[config.mk]
export PLATFORM = sky130hd
export DESIGN_NAME = fir_cfg_slave
export DESIGN_NICKNAME = d
export VERILOG_FILES = /design/src/rtl/fir_cfg_slave.sv
export SDC_FILE = /design/constraint.sdc
export NUM_CORES = 1
export LEC_CHECK = 0
export ABC_AREA = 1
export ABC_CLOCK_PERIOD_IN_PS = 2920
export BUFFER_PORTS_ARGS = -buffer_cell sky130_fd_sc_hd__buf_2
export CAP_MARGIN = 5
export CORE_MARGIN = 2
export CORE_UTILIZATION = 46
export CTS_CLUSTER_SIZE = 8
export DETAILED_ROUTE_END_ITERATION = 10
export PLACE_DENSITY_LB_ADDON = 0.1
export SLEW_MARGIN = 20
export SYNTH_ARGS = -nofsm -noshare
export SYNTH_HDL_FRONTEND = slang
export SYNTH_SLANG_ARGS = --single-unit
[constraint.sdc]
create_clock -name clk -period 2.92 [get_ports clk]
set_input_delay 0.876 -clock clk [delete_from_list [all_inputs] [get_ports clk]]
set_output_delay 0.876 -clock clk [all_outputs]
set_load 0.1 [all_outputs]
[src/rtl/fir_cfg_slave.sv]
module fir_cfg_slave #(
  parameter int ADDR_W  = 12,
  parameter int DATA_W  = 32,
  parameter int WIN_BIT = 7
) (
  input  logic              clk,
  input  logic              rst_n,
  input  logic              awvalid,
  output logic              awready,
  input  logic [ADDR_W-1:0] awaddr,
  input  logic              wvalid,
  output logic              wready,
  input  logic [DATA_W-1:0] wdata,
  input  logic              arvalid,
  output logic              arready,
  input  logic [ADDR_W-1:0] araddr,
  output logic              rvalid,
  input  logic              rready,
  output logic [DATA_W-1:0] rdata,
  input  logic              eng_done,
  output logic              eng_start,
  output logic              eng_idle,
  output logic [DATA_W-1:0] cfg_data_len,
  output logic [DATA_W-1:0] cfg_tap_len,
  input  logic              eng_ram_en,
  input  logic [ADDR_W-1:0] eng_ram_addr,
  output logic              ram_en,
  output logic [DATA_W/8-1:0] ram_we,
  output logic [ADDR_W-1:0] ram_addr,
  output logic [DATA_W-1:0] ram_wdata,
  input  logic [DATA_W-1:0] ram_rdata
);
  localparam int BE_W = DATA_W / 8;
  localparam logic [ADDR_W-1:0] A_CTRL = '0;
  localparam logic [ADDR_W-1:0] A_DLEN = ADDR_W'(16'h10);
  localparam logic [ADDR_W-1:0] A_TLEN = ADDR_W'(16'h14);
  localparam logic [ADDR_W-1:0] WIN_MASK = {{(ADDR_W-WIN_BIT){1'b0}}, {WIN_BIT{1'b1}}};

  logic              idle_q, done_q, start_q;
  logic              rd_pend, rd_live_q, rvalid_q;
  logic [ADDR_W-1:0] rd_addr_q;
  logic [DATA_W-1:0] rdata_q, dlen_q, tlen_q, rd_word, status;
  logic              wr_fire, ar_fire, bus_wr_ram, bus_rd_ram, done_clear;

  assign wr_fire    = awvalid & wvalid;
  assign ar_fire    = arvalid & ~wr_fire & ~rd_pend & ~rvalid_q;
  assign awready    = wr_fire;
  assign wready     = wr_fire;
  assign arready    = ar_fire;
  assign bus_wr_ram = wr_fire & awaddr[WIN_BIT] & idle_q;
  assign bus_rd_ram = ar_fire & araddr[WIN_BIT] & idle_q;

  assign ram_en    = (bus_wr_ram | bus_rd_ram) ? 1'b1 : eng_ram_en;
  assign ram_we    = {BE_W{bus_wr_ram}};
  assign ram_addr  = bus_wr_ram ? (awaddr & WIN_MASK) :
                     bus_rd_ram ? (araddr & WIN_MASK) : eng_ram_addr;
  assign ram_wdata = wdata;

  assign status = {{(DATA_W-3){1'b0}}, idle_q, done_q, start_q};

  always_comb begin
    if (rd_addr_q[WIN_BIT])      rd_word = rd_live_q ? ram_rdata : '1;
    else if (rd_addr_q == A_CTRL) rd_word = status;
    else if (rd_addr_q == A_DLEN) rd_word = dlen_q;
    else if (rd_addr_q == A_TLEN) rd_word = tlen_q;
    else                          rd_word = '0;
  end

  assign done_clear = rvalid_q & rready & (rd_addr_q == A_CTRL) & rdata_q[2] & rdata_q[1];

  always_ff @(posedge clk or negedge rst_n) begin
    if (!rst_n) begin
      rd_addr_q <= '0;
      rd_live_q <= 1'b0;
      rd_pend   <= 1'b0;
      rvalid_q  <= 1'b0;
      rdata_q   <= '0;
    end else begin
      rd_pend <= ar_fire;
      if (ar_fire) begin
        rd_addr_q <= araddr;
        rd_live_q <= idle_q;
      end
      if (rd_pend) begin
        rvalid_q <= 1'b1;
        rdata_q  <= rd_word;
      end else if (rready) begin
        rvalid_q <= 1'b0;
      end
    end
  end

  always_ff @(posedge clk or negedge rst_n) begin
    if (!rst_n) begin
      idle_q  <= 1'b1;
      done_q  <= 1'b0;
      start_q <= 1'b0;
      dlen_q  <= '0;
      tlen_q  <= '0;
    end else begin
      start_q <= wr_fire & (awaddr == A_CTRL) & idle_q & ~start_q;
      if (start_q)       idle_q <= 1'b0;
      else if (eng_done) idle_q <= 1'b1;
      if (eng_done & ~idle_q) done_q <= 1'b1;
      else if (done_clear)    done_q <= 1'b0;
      if (wr_fire & idle_q & (awaddr == A_DLEN)) dlen_q <= wdata;
      if (wr_fire & idle_q & (awaddr == A_TLEN)) tlen_q <= wdata;
    end
  end

  assign rvalid       = rvalid_q;
  assign rdata        = rdata_q;
  assign eng_start    = start_q;
  assign eng_idle     = idle_q;
  assign cfg_data_len = dlen_q;
  assign cfg_tap_len  = tlen_q;

  p_rhold_r3: assert property (@(posedge clk) disable iff (!rst_n)
    rvalid && !rready |=> rvalid && $stable(rdata));
  p_start_pulse_r7: assert property (@(posedge clk) disable iff (!rst_n)
    eng_start |=> !eng_start && !eng_idle);
  p_busy_nowrite_r6: assert property (@(posedge clk) disable iff (!rst_n)
    !eng_idle |-> ram_we == '0);
  p_engine_port_r10: assert property (@(posedge clk) disable iff (!rst_n)
    !eng_idle |-> ram_en == eng_ram_en && ram_addr == eng_ram_addr);
  p_done_idle_r8: assert property (@(posedge clk) disable iff (!rst_n)
    $rose(done_q) |-> eng_idle);
  p_done_clear_r9: assert property (@(posedge clk) disable iff (!rst_n)
    rvalid && rready && rd_addr_q == A_CTRL && rdata[2:1] == 2'b11 |=> !done_q);
  p_collide_r12: assert property (@(posedge clk) disable iff (!rst_n)
    awvalid && wvalid && arvalid |-> !arready);
endmodule

==> results of run 1 <==
cell families (layout without fill, tap and decap cells):
family,Yosys count,after routing,share of synthesized area [%]
AO/OA/AOI/OAI,113,113,9.83
buffers and inverters,171,405,14.2
flip-flops,114,114,49.4
AND/OR/NAND/NOR,357,358,26.6
repair_timing:
| action | in CTS | in global routing |
|---|---|---|
| endpoints found under the setup margin | 0 | 12 |
| endpoints found under the hold margin | 0 | 0 |
| resized for setup | 0 | 5 |
layer usage:
layer,vias up,GRT usage (%)
met5,-,0
met4,2,9.05
met3,14,7.64
met2,215,41.9
met1,2610,33.8
li1,2795,-
area by class of cell:
type,instances,area [sq um]
flip-flops and latches,114,2860
well taps,168,210
repair buffers,274,1730
multi-input cells,471,2290
inverters,99,380
fillers,1084,4080
clock buffers,28,517
clock inverters,4,47.5
path summary, 6_finish.rpt:
check	from	to	slack, ps	cells after the start
max	awvalid	ram_en	80	9
min	rst_n	cfg_tap_len[8]$_DFFE_PN0P_	390	1
max reg2reg	rd_addr_q[11]$_DFFE_PN0P_	rdata[12]$_DFFE_PN0P_	990	8
min reg2reg	rdata[24]$_DFFE_PN0P_	rdata[24]$_DFFE_PN0P_	480	2
max in group asynchronous	rst_n	rvalid$_DFFE_PN0P_	1790	2
min in group clk	rdata[24]$_DFFE_PN0P_	rdata[24]$_DFFE_PN0P_	480	2
flip-flops by register name, indices dropped and copies added (netlist names):
register and cells:
cfg_data_len 32, cfg_tap_len 32, done_q 1, eng_idle 1
eng_start 1, rd_addr_q 12, rd_live_q 1, rd_pend 1
rdata 32, rvalid 1
synthesized netlist by cell type (all sizes together):
cell | number | area share (%)
nor4 | 2 | 0.48
buf | 55 | 6.6
o21ai | 110 | 9.5
nand2 | 152 | 10
nand4 | 3 | 0.32
nand3 | 84 | 7.9
and2 | 1 | 0.11
nor2 | 111 | 7.3
clkbuf | 17 | 1.1
nor3 | 3 | 0.35
dfrtp | 113 | 49
a21oi | 2 | 0.17
dfstp | 1 | 0.45
o211ai | 1 | 0.13
inv | 99 | 6.5
or2 | 1 | 0.11
critical path, delay by kind of cell:
family	cells	cell delay [ps]
AND/OR/NAND/NOR	5	640
buffers and inverters	4	430
power groups by stage:
| stage | clock network [mW] | logic [mW] | registers (mW) |
|---|---|---|---|
| floorplan | 0 | 0.995 | 3.36 |
| global route | 2.06 | 3.15 | 2.00 |
| finish | 1.94 | 2.99 | 1.97 |
| global placement | 0 | 2.98 | 1.99 |
| CTS | 1.98 | 3.00 | 1.97 |
| detailed placement | 0 | 3.00 | 1.99 |
metrics by stage:
| step | setup slack (ps) | hold slack, ps | instances |
|---|---|---|---|
| floorplan | -311 | 450 | 755 |
| global placement | 14.4 | 455 | 1125 |
| detailed placement | 4.55 | 465 | 1125 |
| CTS | 0.0722 | 377 | 1157 |
| global route | 22.6 | 394 | 1158 |
| finish | 81.0 | 387 | 1158 |
==> metrics.txt, run 1 <==
hold crit path type in2async; row count 40; vias 5636; clock sink count 114; initial antenna violation count 1; Port Buf Inserts 258; Vias/cell 4.87; run status finished, final reports clean; DRC violation count after routing 0; die outline height 116 microns; Synthesized Nets 863; most frequent cells in the layout buf_2 (239), nand2_1 (144), dfrtp_1 (112), nor2_1 (102), o21ai_0 (96); setup_tns 0 ps; Worst-Margin Slew 575 ps; post-route ant nets 0; min Tclk post-route 2840 ps; initial DRC count 462; Flop pwr share 28.6%; Hold-fix buffers, CTS 0; CTS Buffer Depth 2; H-Tree Depth 4; Slew Viols, Final 0; CP max stage delay 250 ps; # nets final 1085; first-pass GRT wire length 26.8 mm; Gate Count Post-Synth 755; drt total wl 16.8 mm; RSZ-0062 raised after global routing false; Req. time, crit path 2040 ps; Pre-Repair DR Iteration Count 5; metal2 WL 8.23 mm; I/O pin count 259; post-synthesis instance area 5780 sq um; Synth warnings 0; total track usage 26.0%; met3 WL post-DR 1.41 mm; clock-pin slew of the registers on the worst-case setup and hold paths 50 ps; Critical Path Fanout Max 12; WP data arrival 1960 ps; CTS root buffer clkbuf_16; Worst setup SP type primary input; Core Util, Final 66.3%; CP dominant cell by count nand2_8; max-cap viol count 0; post-DP HPWL 12.0 mm; Max rail drop VDD 549 uV; setup bufs post-CTS 0; cts bufs inserted 17; die area 13500 sq um; share of cells above drive strength 1 34.8%; CP Cell Sequence buf_2 > nand2_8 > clkinvlp_4 > nand2_1 > inv_2 > nand2_8 > nand2_8 > or2_4 > buf_12; latest clock arrival within the worst-skew pair 410 ps; Initial Utilization 47.7%; fin crit share 97.2%; largest net degree at the start of global routing 65; GP Congestion 0.842; commonest non-fill, non-tap cell in the layout buf_2; Die X-Extent 116 microns; switching power 3.26 mW; CTS tree yes; wire per inst 14.5 microns; area grow syn2layout 39.1%; PwrDens 860 nW/um^2; Unique masters post-synth 28; design area 8030 sq um; GR Overflow Total 0; ANT cells 0; vias in the first global route 5353; Slew headroom 61.6%; P_int 3.64 mW; clock group share of total power 28.1%; CP Class in2out; power consumption 6.90 mW; wire length on met1 6.97 mm; Setup-failing EPs final 0; Syn Area/Cell 7.65 sq um; Sw Ratio 47.2%; Setup crit end kind primary output; Pleak 4.29 nW; combinational share of power 43.3%; Hold Fails Final Rpt 0; placed instance area 7440 sq um; Top Metal Used met5; core area 12100 sq um; Seq/Total Area, Yosys 49.4%; f_max 352 MHz; clock skew 8.96 ps; Slowest-stage cell, CP or2_4; #FFs+latches synth 114
No activity file was read; power rests on OpenSTA's default activity.
==> run 2: changes to the inputs <==
Settings changed: ABC_CLOCK_PERIOD_IN_PS 2920 to 2710, MAX_ROUTING_LAYER set to met4.
Clock period 2.92 ns to 2.71 ns, I/O delays scaled along.
==> metrics.txt, run 2 (synthesized netlist as in run 1, its figures left out) <==
run status finished, final reports clean; I/O pin count 259; latest clock arrival within the worst-skew pair 400 ps; commonest non-fill, non-tap cell in the layout buf_2; hold slack 346 ps; core area 12100 sq um; Hold-fix buffers, CTS 0; Initial Utilization 47.7%; max-cap viol count 0; fin crit share 97.5%; Worst setup SP type primary input; clock sink count 114; CP Class in2out; Req. time, crit path 1900 ps; most frequent cells in the layout buf_2 (234), nand2_1 (139), dfrtp_1 (112), nor2_1 (102), o21ai_0 (96); GR Overflow Total 0; RSZ-0062 raised after global routing false; Vias/cell 4.85; post-DP HPWL 12.1 mm; Setup-failing EPs final 0; vias 5681; initial antenna violation count 0; Critical Path Fanout Max 5; Pleak 4.38 nW; clock-pin slew of the registers on the worst-case setup and hold paths 60 ps; Slew headroom 65.6%; initial DRC count 392; post-route ant nets 0; GP Congestion 0.851; Final Non-Filler Cells 1171; wire per inst 14.8 microns; H-Tree Depth 4; Slowest-stage cell, CP o211ai_1; Pre-Repair DR Iteration Count 5; Die X-Extent 116 microns; setup_tns 0 ps; CTS root buffer clkbuf_16; # nets final 1098; Slew Viols, Final 0; drt total wl 17.3 mm; CTS Buffer Depth 2; reg-to-reg startpoint rd_addr_q[7]$_DFFE_PN0P_; share of cells above drive strength 1 36.6%; DRC violation count after routing 0; R2R Path End rdata[21]$_DFFE_PN0P_; CTS tree yes; min Tclk post-route 2640 ps; Reg2Reg Depth 8; area grow syn2layout 42.7%; die outline height 116 microns; vias in the first global route 5546; Max rail drop VDD 628 uV; row count 40; CP dominant cell by count nand3_4; PwrDens 922 nW/um^2; power consumption 7.60 mW; Worst-Margin Slew 520 ps; Port Buf Inserts 258; Setup crit end kind primary output; largest net degree at the start of global routing 65; total track usage 26.9%; setup slack, reg-to-reg 930 ps; WP data arrival 1830 ps; die area 13500 sq um; Hold Fails Final Rpt 0; worst slack, placed -92.1 ps; hold crit path type in2async; f_max 379 MHz; CP Cell Sequence buf_6 > inv_2 > nor2_4 > nand3_4 > inv_4 > nand3_4 > o211ai_1 > nand2_4 > buf_12; DP Cell Count 1131; CP max stage delay 270 ps; Fillers 1100; clock skew 9.84 ps; cts bufs inserted 17; first-pass GRT wire length 27.2 mm; Final WS setup 68.9 ps
-- run 2: how the worst max path moves through the flow --
stage	from	end	slack, ps	cells after the start
6_report	arvalid	ram_addr[6]	70	9
5_1_grt	wvalid	ram_addr[6]	3	10
4_1_cts	awvalid	ram_we[3]	6	9
3_5_place_dp	arvalid	ram_addr[6]	-90	9
3_3_place_gp	arvalid	ram_addr[6]	-80	9
2_1_floorplan	awvalid	ram_addr[10]	-400	7
-- run 2: routing by layer --
metal	track usage [%]	vias to the layer above	wire [microns]
met4	7.06	0	140
li1	-	2820	-
met1	34.6	2613	7620
met2	43.4	234	8420
met5	-	-	0
met3	6.07	14	1140
-- run 2: final cells by class --
cell class	instances	area [sq um]	area share, %
inverters	99	387	4.69
flip-flops and latches	114	2860	34.6
clock inverters	11	138	1.67
diodes	1	2.50	0.0303
well taps	168	210	2.55
multi-input cells	472	2320	28.1
clock buffers	20	447	5.42
repair buffers	286	1890	22.9
-- run 2: repair_timing --
action | CTS | global route
setup buffers | 3 | 3
resized for setup | 3 | 16
pin swaps | 1 | 8
cloned | 1 | 1
endpoints found under the setup margin | 12 | 12
-- run 2: power by group --
group          internal, mW  switching [mW]
logic                 0.600            2.66
clock network          1.45           0.759
registers              1.97           0.162
-- run 2: critical path: cells and delay by family --
family | cells | cell delay, ps
and+or+nand+nor | 4 | 390
buffers and inverters | 4 | 360
AOI/OAI and AO/OA | 1 | 270
-- run 2: through the flow --
step / instance area, sq um / util [%]
final: 8250 / 68.1
after detailed placement: 7520 / 62.1
after global routing: 8240 / 68.1
after global placement: 7520 / 62.1
after CTS: 8160 / 67.4
after floorplan: 5950 / -
